`src/rtl/sp_fmul_pkg.sv`:
```
package sp_fmul_pkg;

  // Operand class after unpacking
  typedef enum logic [1:0] {
    CLS_ZERO = 2'd0,
    CLS_NORM = 2'd1,
    CLS_INF  = 2'd2,
    CLS_NAN  = 2'd3
  } fp_class_e;

  // What the output stage must produce
  typedef enum logic [1:0] {
    RK_NUM  = 2'd0,
    RK_ZERO = 2'd1,
    RK_INF  = 2'd2,
    RK_NAN  = 2'd3
  } res_kind_e;

  // Special-value resolution
  function automatic res_kind_e pick_kind(input fp_class_e ca, input fp_class_e cb);
    res_kind_e k;
    if (ca == CLS_NAN || cb == CLS_NAN)
      k = RK_NAN;
    else if ((ca == CLS_INF && cb == CLS_ZERO) || (ca == CLS_ZERO && cb == CLS_INF))
      k = RK_NAN;
    else if (ca == CLS_INF || cb == CLS_INF)
      k = RK_INF;
    else if (ca == CLS_ZERO || cb == CLS_ZERO)
      k = RK_ZERO;
    else
      k = RK_NUM;
    return k;
  endfunction

endpackage

```
`src/rtl/sp_fmul_unpack.sv`:
```
module sp_fmul_unpack
  import sp_fmul_pkg::*;
#(
  parameter int EXP_W  = 8,
  parameter int FRAC_W = 23
) (
  input  logic [EXP_W+FRAC_W:0] word,
  output logic                  sign,
  output logic [EXP_W-1:0]      bexp,
  output logic [FRAC_W:0]       sig,
  output fp_class_e             cls
);

  localparam int W = EXP_W + FRAC_W + 1;

  logic [FRAC_W-1:0] frac;

  assign sign = word[W-1];
  assign bexp = word[W-2 -: EXP_W];
  assign frac = word[FRAC_W-1:0];
  // implied leading one; subnormals are classed as zero so it is never wrong
  assign sig  = {1'b1, frac};

  always_comb begin
    if (bexp == '0)
      cls = CLS_ZERO;
    else if (bexp == '1)
      cls = (frac == '0) ? CLS_INF : CLS_NAN;
    else
      cls = CLS_NORM;
  end

endmodule

```
`src/rtl/sp_fmul_sig_mul.sv`:
```
module sp_fmul_sig_mul #(
  parameter int SIG_W = 24
) (
  input  logic [SIG_W-1:0]   sig_a,
  input  logic [SIG_W-1:0]   sig_b,
  output logic [2*SIG_W-1:0] prod
);

  localparam int PW = 2 * SIG_W;

  // full-width unsigned product; maps onto DSP cascades
  assign prod = PW'(sig_a) * PW'(sig_b);

endmodule

```
`src/rtl/sp_fmul_norm_round.sv`:
```
module sp_fmul_norm_round #(
  parameter int EXP_W  = 8,
  parameter int FRAC_W = 23
) (
  input  logic [2*(FRAC_W+1)-1:0] prod,
  input  logic signed [EXP_W+1:0] esum,
  output logic [FRAC_W-1:0]       frac_r,
  output logic signed [EXP_W+1:0] exp_r,
  output logic                    ovf_raw,
  output logic                    unf_raw
);

  localparam int SIG_W = FRAC_W + 1;
  localparam int PW    = 2 * SIG_W;
  localparam int ESW   = EXP_W + 2;
  localparam logic signed [ESW-1:0] EXP_TOP = ESW'((1 << EXP_W) - 2);
  localparam logic signed [ESW-1:0] EXP_LOW = ESW'(1);

  logic                    hi;
  logic [PW-2:0]           sl;
  logic [FRAC_W-1:0]       frac_t;
  logic                    guard_b, rnd_b, sticky_b, inc;
  logic [FRAC_W:0]         frac_sum;
  logic signed [ESW-1:0]   exp_n;

  // product lies in [1,4): at most one right shift
  assign hi     = prod[PW-1];
  assign sl     = hi ? prod[PW-2:0] : {prod[PW-3:0], 1'b0};
  assign exp_n  = esum + $signed(ESW'(hi));

  assign frac_t   = sl[PW-2 -: FRAC_W];
  assign guard_b  = sl[PW-2-FRAC_W];
  assign rnd_b    = sl[PW-3-FRAC_W];
  assign sticky_b = |sl[PW-4-FRAC_W:0];

  // nearest, ties to even
  assign inc      = guard_b & (rnd_b | sticky_b | frac_t[0]);
  assign frac_sum = {1'b0, frac_t} + (FRAC_W+1)'(inc);
  assign frac_r   = frac_sum[FRAC_W-1:0];
  assign exp_r    = exp_n + $signed(ESW'(frac_sum[FRAC_W]));

  // legal biased range after rounding
  assign ovf_raw = (exp_r > EXP_TOP);
  assign unf_raw = (exp_r < EXP_LOW);

endmodule

```
`src/rtl/sp_fmul.sv`:
```
module sp_fmul
  import sp_fmul_pkg::*;
#(
  parameter int EXP_W  = 8,
  parameter int FRAC_W = 23
) (
  input  logic                  clk,
  input  logic                  rst,
  input  logic                  in_valid,
  input  logic [EXP_W+FRAC_W:0] op_a,
  input  logic [EXP_W+FRAC_W:0] op_b,
  output logic                  out_valid,
  output logic [EXP_W+FRAC_W:0] result,
  output logic                  ovf,
  output logic                  unf
);

  localparam int W     = EXP_W + FRAC_W + 1;
  localparam int SIG_W = FRAC_W + 1;
  localparam int PW    = 2 * SIG_W;
  localparam int ESW   = EXP_W + 2;
  localparam logic signed [ESW-1:0] BIAS_S = ESW'((1 << (EXP_W - 1)) - 1);

  // ---------------- stage 1: unpack, exponent, significand product
  logic [W-1:0]       ops  [2];
  logic               sgn  [2];
  logic [EXP_W-1:0]   bexp [2];
  logic [SIG_W-1:0]   sig  [2];
  fp_class_e          cls  [2];

  assign ops[0] = op_a;
  assign ops[1] = op_b;

  for (genvar i = 0; i < 2; i++) begin : g_unp
    sp_fmul_unpack #(
      .EXP_W (EXP_W),
      .FRAC_W(FRAC_W)
    ) u_unp (
      .word(ops[i]),
      .sign(sgn[i]),
      .bexp(bexp[i]),
      .sig (sig[i]),
      .cls (cls[i])
    );
  end

  logic [PW-1:0]          prod_c;
  logic signed [ESW-1:0]  esum_c;
  res_kind_e              kind_c;

  sp_fmul_sig_mul #(
    .SIG_W(SIG_W)
  ) u_mul (
    .sig_a(sig[0]),
    .sig_b(sig[1]),
    .prod (prod_c)
  );

  // both biased exponents added, one bias removed
  assign esum_c = $signed({2'b00, bexp[0]}) + $signed({2'b00, bexp[1]}) - BIAS_S;
  assign kind_c = pick_kind(cls[0], cls[1]);

  logic                   v1;
  logic                   s1_sign;
  logic signed [ESW-1:0]  s1_esum;
  logic [PW-1:0]          s1_prod;
  res_kind_e              s1_kind;

  always_ff @(posedge clk) begin
    if (rst) v1 <= 1'b0;
    else     v1 <= in_valid;
  end

  always_ff @(posedge clk) begin
    if (in_valid) begin
      s1_sign <= sgn[0] ^ sgn[1];
      s1_esum <= esum_c;
      s1_prod <= prod_c;
      s1_kind <= kind_c;
    end
  end

  // ---------------- stage 2: normalize, round, range check, pack
  logic [FRAC_W-1:0]      frac_r;
  logic signed [ESW-1:0]  exp_r;
  logic                   ovf_raw, unf_raw;

  sp_fmul_norm_round #(
    .EXP_W (EXP_W),
    .FRAC_W(FRAC_W)
  ) u_nr (
    .prod   (s1_prod),
    .esum   (s1_esum),
    .frac_r (frac_r),
    .exp_r  (exp_r),
    .ovf_raw(ovf_raw),
    .unf_raw(unf_raw)
  );

  logic [W-1:0] res_c;
  logic         ovf_c, unf_c;

  always_comb begin
    res_c = {s1_sign, exp_r[EXP_W-1:0], frac_r};
    ovf_c = 1'b0;
    unf_c = 1'b0;
    case (s1_kind)
      RK_NAN:  res_c = {1'b0, {EXP_W{1'b1}}, 1'b1, {(FRAC_W-1){1'b0}}};
      RK_INF:  res_c = {s1_sign, {EXP_W{1'b1}}, {FRAC_W{1'b0}}};
      RK_ZERO: res_c = {s1_sign, {(W-1){1'b0}}};
      default: begin
        if (ovf_raw) begin
          res_c = {s1_sign, {EXP_W{1'b1}}, {FRAC_W{1'b0}}};
          ovf_c = 1'b1;
        end else if (unf_raw) begin
          res_c = {s1_sign, {(W-1){1'b0}}};
          unf_c = 1'b1;
        end
      end
    endcase
  end

  always_ff @(posedge clk) begin
    if (rst) begin
      out_valid <= 1'b0;
      ovf       <= 1'b0;
      unf       <= 1'b0;
    end else begin
      out_valid <= v1;
      if (v1) begin
        ovf <= ovf_c;
        unf <= unf_c;
      end
    end
  end

  always_ff @(posedge clk) begin
    if (v1) result <= res_c;
  end

endmodule

```
`config.mk`:
```
export PLATFORM = sky130hd
export DESIGN_NAME = sp_fmul
export DESIGN_NICKNAME = d
export VERILOG_FILES = /design/src/rtl/sp_fmul_pkg.sv /design/src/rtl/sp_fmul_unpack.sv /design/src/rtl/sp_fmul_sig_mul.sv /design/src/rtl/sp_fmul_norm_round.sv /design/src/rtl/sp_fmul.sv
export SDC_FILE = /design/constraint.sdc
export NUM_CORES = 2
export LEC_CHECK = 0
export BUFFER_PORTS_ARGS = -buffer_cell sky130_fd_sc_hd__buf_2
export CAP_MARGIN = 20
export CORE_MARGIN = 1
export CORE_UTILIZATION = 59
export CTS_CLUSTER_SIZE = 40
export DETAILED_ROUTE_END_ITERATION = 8
export PLACE_DENSITY = 0.78
export SETUP_SLACK_MARGIN = 0.3
export SLEW_MARGIN = 5
export SYNTH_ARGS = -nofsm -noshare
export SYNTH_HDL_FRONTEND = slang
export SYNTH_SLANG_ARGS = --single-unit
```
`constraint.sdc`:
```
create_clock -name clk -period 7.3 [get_ports clk]
set_clock_uncertainty 0.1 [all_clocks]
set_input_delay 0.73 -clock clk [delete_from_list [all_inputs] [get_ports clk]]
set_output_delay 0.73 -clock clk [all_outputs]
set_load 0.01 [all_outputs]
```
==> results.md <==
- DP HPWL: 52.4 mm
- CTS Buf Count: 9
- Setup Viol. Count Final: 0
- Max-Slew Margin vs Limit: 0.371
- Number of global-route vias before repair: 19200
- Total Wirelength: 61.0 mm
- Die W: 203 um
- Final Hold Viols: 0
- Placed cell areas: 25700 um2
- Largest net degree at the start of global routing: 63
- Sequential-to-total area share from yosys stat: 0.121
- Wire per inst: 18.7 um
- Status: completed
- WP data required: 7290 ps
- CP max FO: 11
- Max cap viols: 0
- Period minus WS final: 6810 ps
- Starting density of the core: 0.598
- Syn Nets: 3312
- Period utilization: 0.932
- Post-synth EDFFs: 93
- Commonest non-fill, non-tap cell in the layout: inv_1
- Routed Antenna Nets: 0
- GR Overflow Total: 0
- RD Place Congestion: 0.999
- Worst setup EP type: flip-flop
- Clk slew on worst S/H paths: 60 ps
- Ys flop type: edfxtp_1
- Mean Syn Cell Area: 9.25 um2
- Count of cell types in the netlist: 68
- Synth async-reset ratio: 0
- Drt via density: 5.48
- Buffers on Ports: 101
- # nets final: 3473
- Slew Viols, Final: 0
- Setup crit start kind: primary input
- Cells after Synth: 2570
- Core area: 39700 um2
- Total track usage: 0.309
- Synth Cell Area: 23800 um2
- Slew @ Worst Pin: 936 ps
- Routed vias: 17900
- DR iter-0 viols: 1261
- Synth Register Bits: 97
- Root buffer cell: clkbuf_16
- Unrepaired setup endpoints after global routing: true
- HP Start: ovf
- Worst skew pair latency: 340 ps
- Final worst slack: 493 ps
- Initial antenna violation count: 1
- Worst reg-to-reg setup slack: 1060 ps
- Reg2Reg Depth: 25
- RR Endpoint: result[22]
- Hold path depth: 2
- Worst Setup Path Type: in2reg
- First-pass GRT wire length: 98.9 mm
- Layout cells sized above 1: 0.134
- Num ports: 102
- Residual DRC: 0
- Most frequent cells in the layout: inv_1, fa_1, nand2_1
- Dpl ws: -143 ps
- Cts hold-fix bufs: 0
- Min-delay worst type: reg2reg
- Die H: 203 um
- Crit path DAT: 6790 ps
- # H-tree levels: 3
- Reg2reg start: s1_prod[47]
- Ys Warns: 0
- CTS Buffer Depth: 2
- Cell row count: 73
- Pre-Repair DR Iteration Count: 7
- Post-route cell area: 26600 um2
- Worst Hold Path EP: ovf
- Area Growth Syn to Fin: 12.1%
- Clk sinks: 97
- Die ar.: 41100 um2
- CTS tree: built
- Fmax: 0.147 GHz
kinds of logic (layout without fill, tap and decap cells):
group / Yosys count / count (layout) / share of synthesized area
simple gates: 780 / 780 / 0.163
buf+inv: 725 / 891 / 0.115
fa+ha+maj: 675 / 675 / 0.508
compound gates: 193 / 193 / 0.0550
flops: 97 / 97 / 0.121
xor+xnor: 86 / 86 / 0.0317
mux: 14 / 14 / 0.00611
other cells: 0 / 1 / 0
cells in the mapped netlist, types with 15 or more instances:
library cell  count  area (um2)
a211oi_1         16         120
a21o_1           26         195
a21oi_1          65         325
and2_1          247        1550
and3_1           15        93.8
clkbuf_1        107         402
edfxtp_1         93        2790
fa_1            484        9690
ha_1            191        2390
inv_1           605        2270
nand2_1         305        1140
nand3_1          38         190
nand4_1          16         100
nor2_1           89         334
nor4_1           23         144
o21ai_0          21         105
o21bai_1         17         128
xnor2_1          52         455
xor2_1           34         298
per-layer routing:
layer,track usage,share of wire,routed length (um),up-vias
li1,-,-,-,8061
met1,0.418,0.41,25100,8964
met2,0.505,0.47,28800,741
met3,0.0587,0.088,5350,120
met4,0.101,0.030,1820,0
met5,0,0,0,-
worst max-delay path, stage by stage:
cell	delay [ps]
clkbuf_4	200
buf_4	190
and2_1	160
fa_1	530
inv_1	60
fa_1	530
inv_1	50
fa_1	530
ha_1	140
inv_1	50
fa_1	470
inv_1	60
fa_1	590
fa_2	490
ha_4	320
nand3_1	110
o211ai_1	180
buf_4	160
a21oi_4	60
nand2_2	100
a221oi_4	80
o41a_1	450
o21ai_4	230
mux2i_1	250
nor4b_2	70
worst max-delay path by stage:
| stage | slack, ps | startpoint | end |
|---|---|---|---|
| after floorplan | 310 | op_a[21] | s1_prod[46] |
| after global placement | -60 | op_a[8] | s1_prod[47] |
| after detailed placement | -140 | op_b[0] | s1_prod[45] |
| after CTS | 300 | op_b[0] | s1_prod[45] |
| after global routing | 230 | op_a[11] | s1_prod[32] |
| final | 490 | op_a[11] | s1_prod[41] |
layout make-up:
class / instances / area (um2)
multi-input cells: 1748 / 18500
fillers: 3158 / 13100
flip-flops and latches: 97 / 2870
inverters: 608 / 2300
repair buffers: 267 / 2010
well taps: 525 / 657
clock buffers: 12 / 256
clock inverters: 4 / 52.6
diodes: 1 / 2.50
sequential cells by signal (all words and copies together), names as in the netlist:
signal	flops
out_valid	1
ovf	1
result	32
s1_esum	10
s1_kind	2
s1_prod	48
s1_sign	1
unf	1
v1	1
per-stage QoR:
step	hold WS, ps	util	TNS (ps)	std cells
2_1_floorplan	385	-	0	2570
3_3_place_gp	358	0.646	-131	3230
3_5_place_dp	356	0.646	-474	3230
4_1_cts	367	0.655	0	3246
5_1_grt	383	0.671	0	3261
6_report	364	0.671	0	3262
timing repair:
action | CTS | global route
gates resized for setup | 7 | 141
setup endpoints to repair | 4 | 21
pin swaps | 2 | 52
buffers inserted | 0 | 15
Power is left out: the tool's default activity adds up to more than one toggle a clock period on the data nets, which glitch-free logic cannot reach.
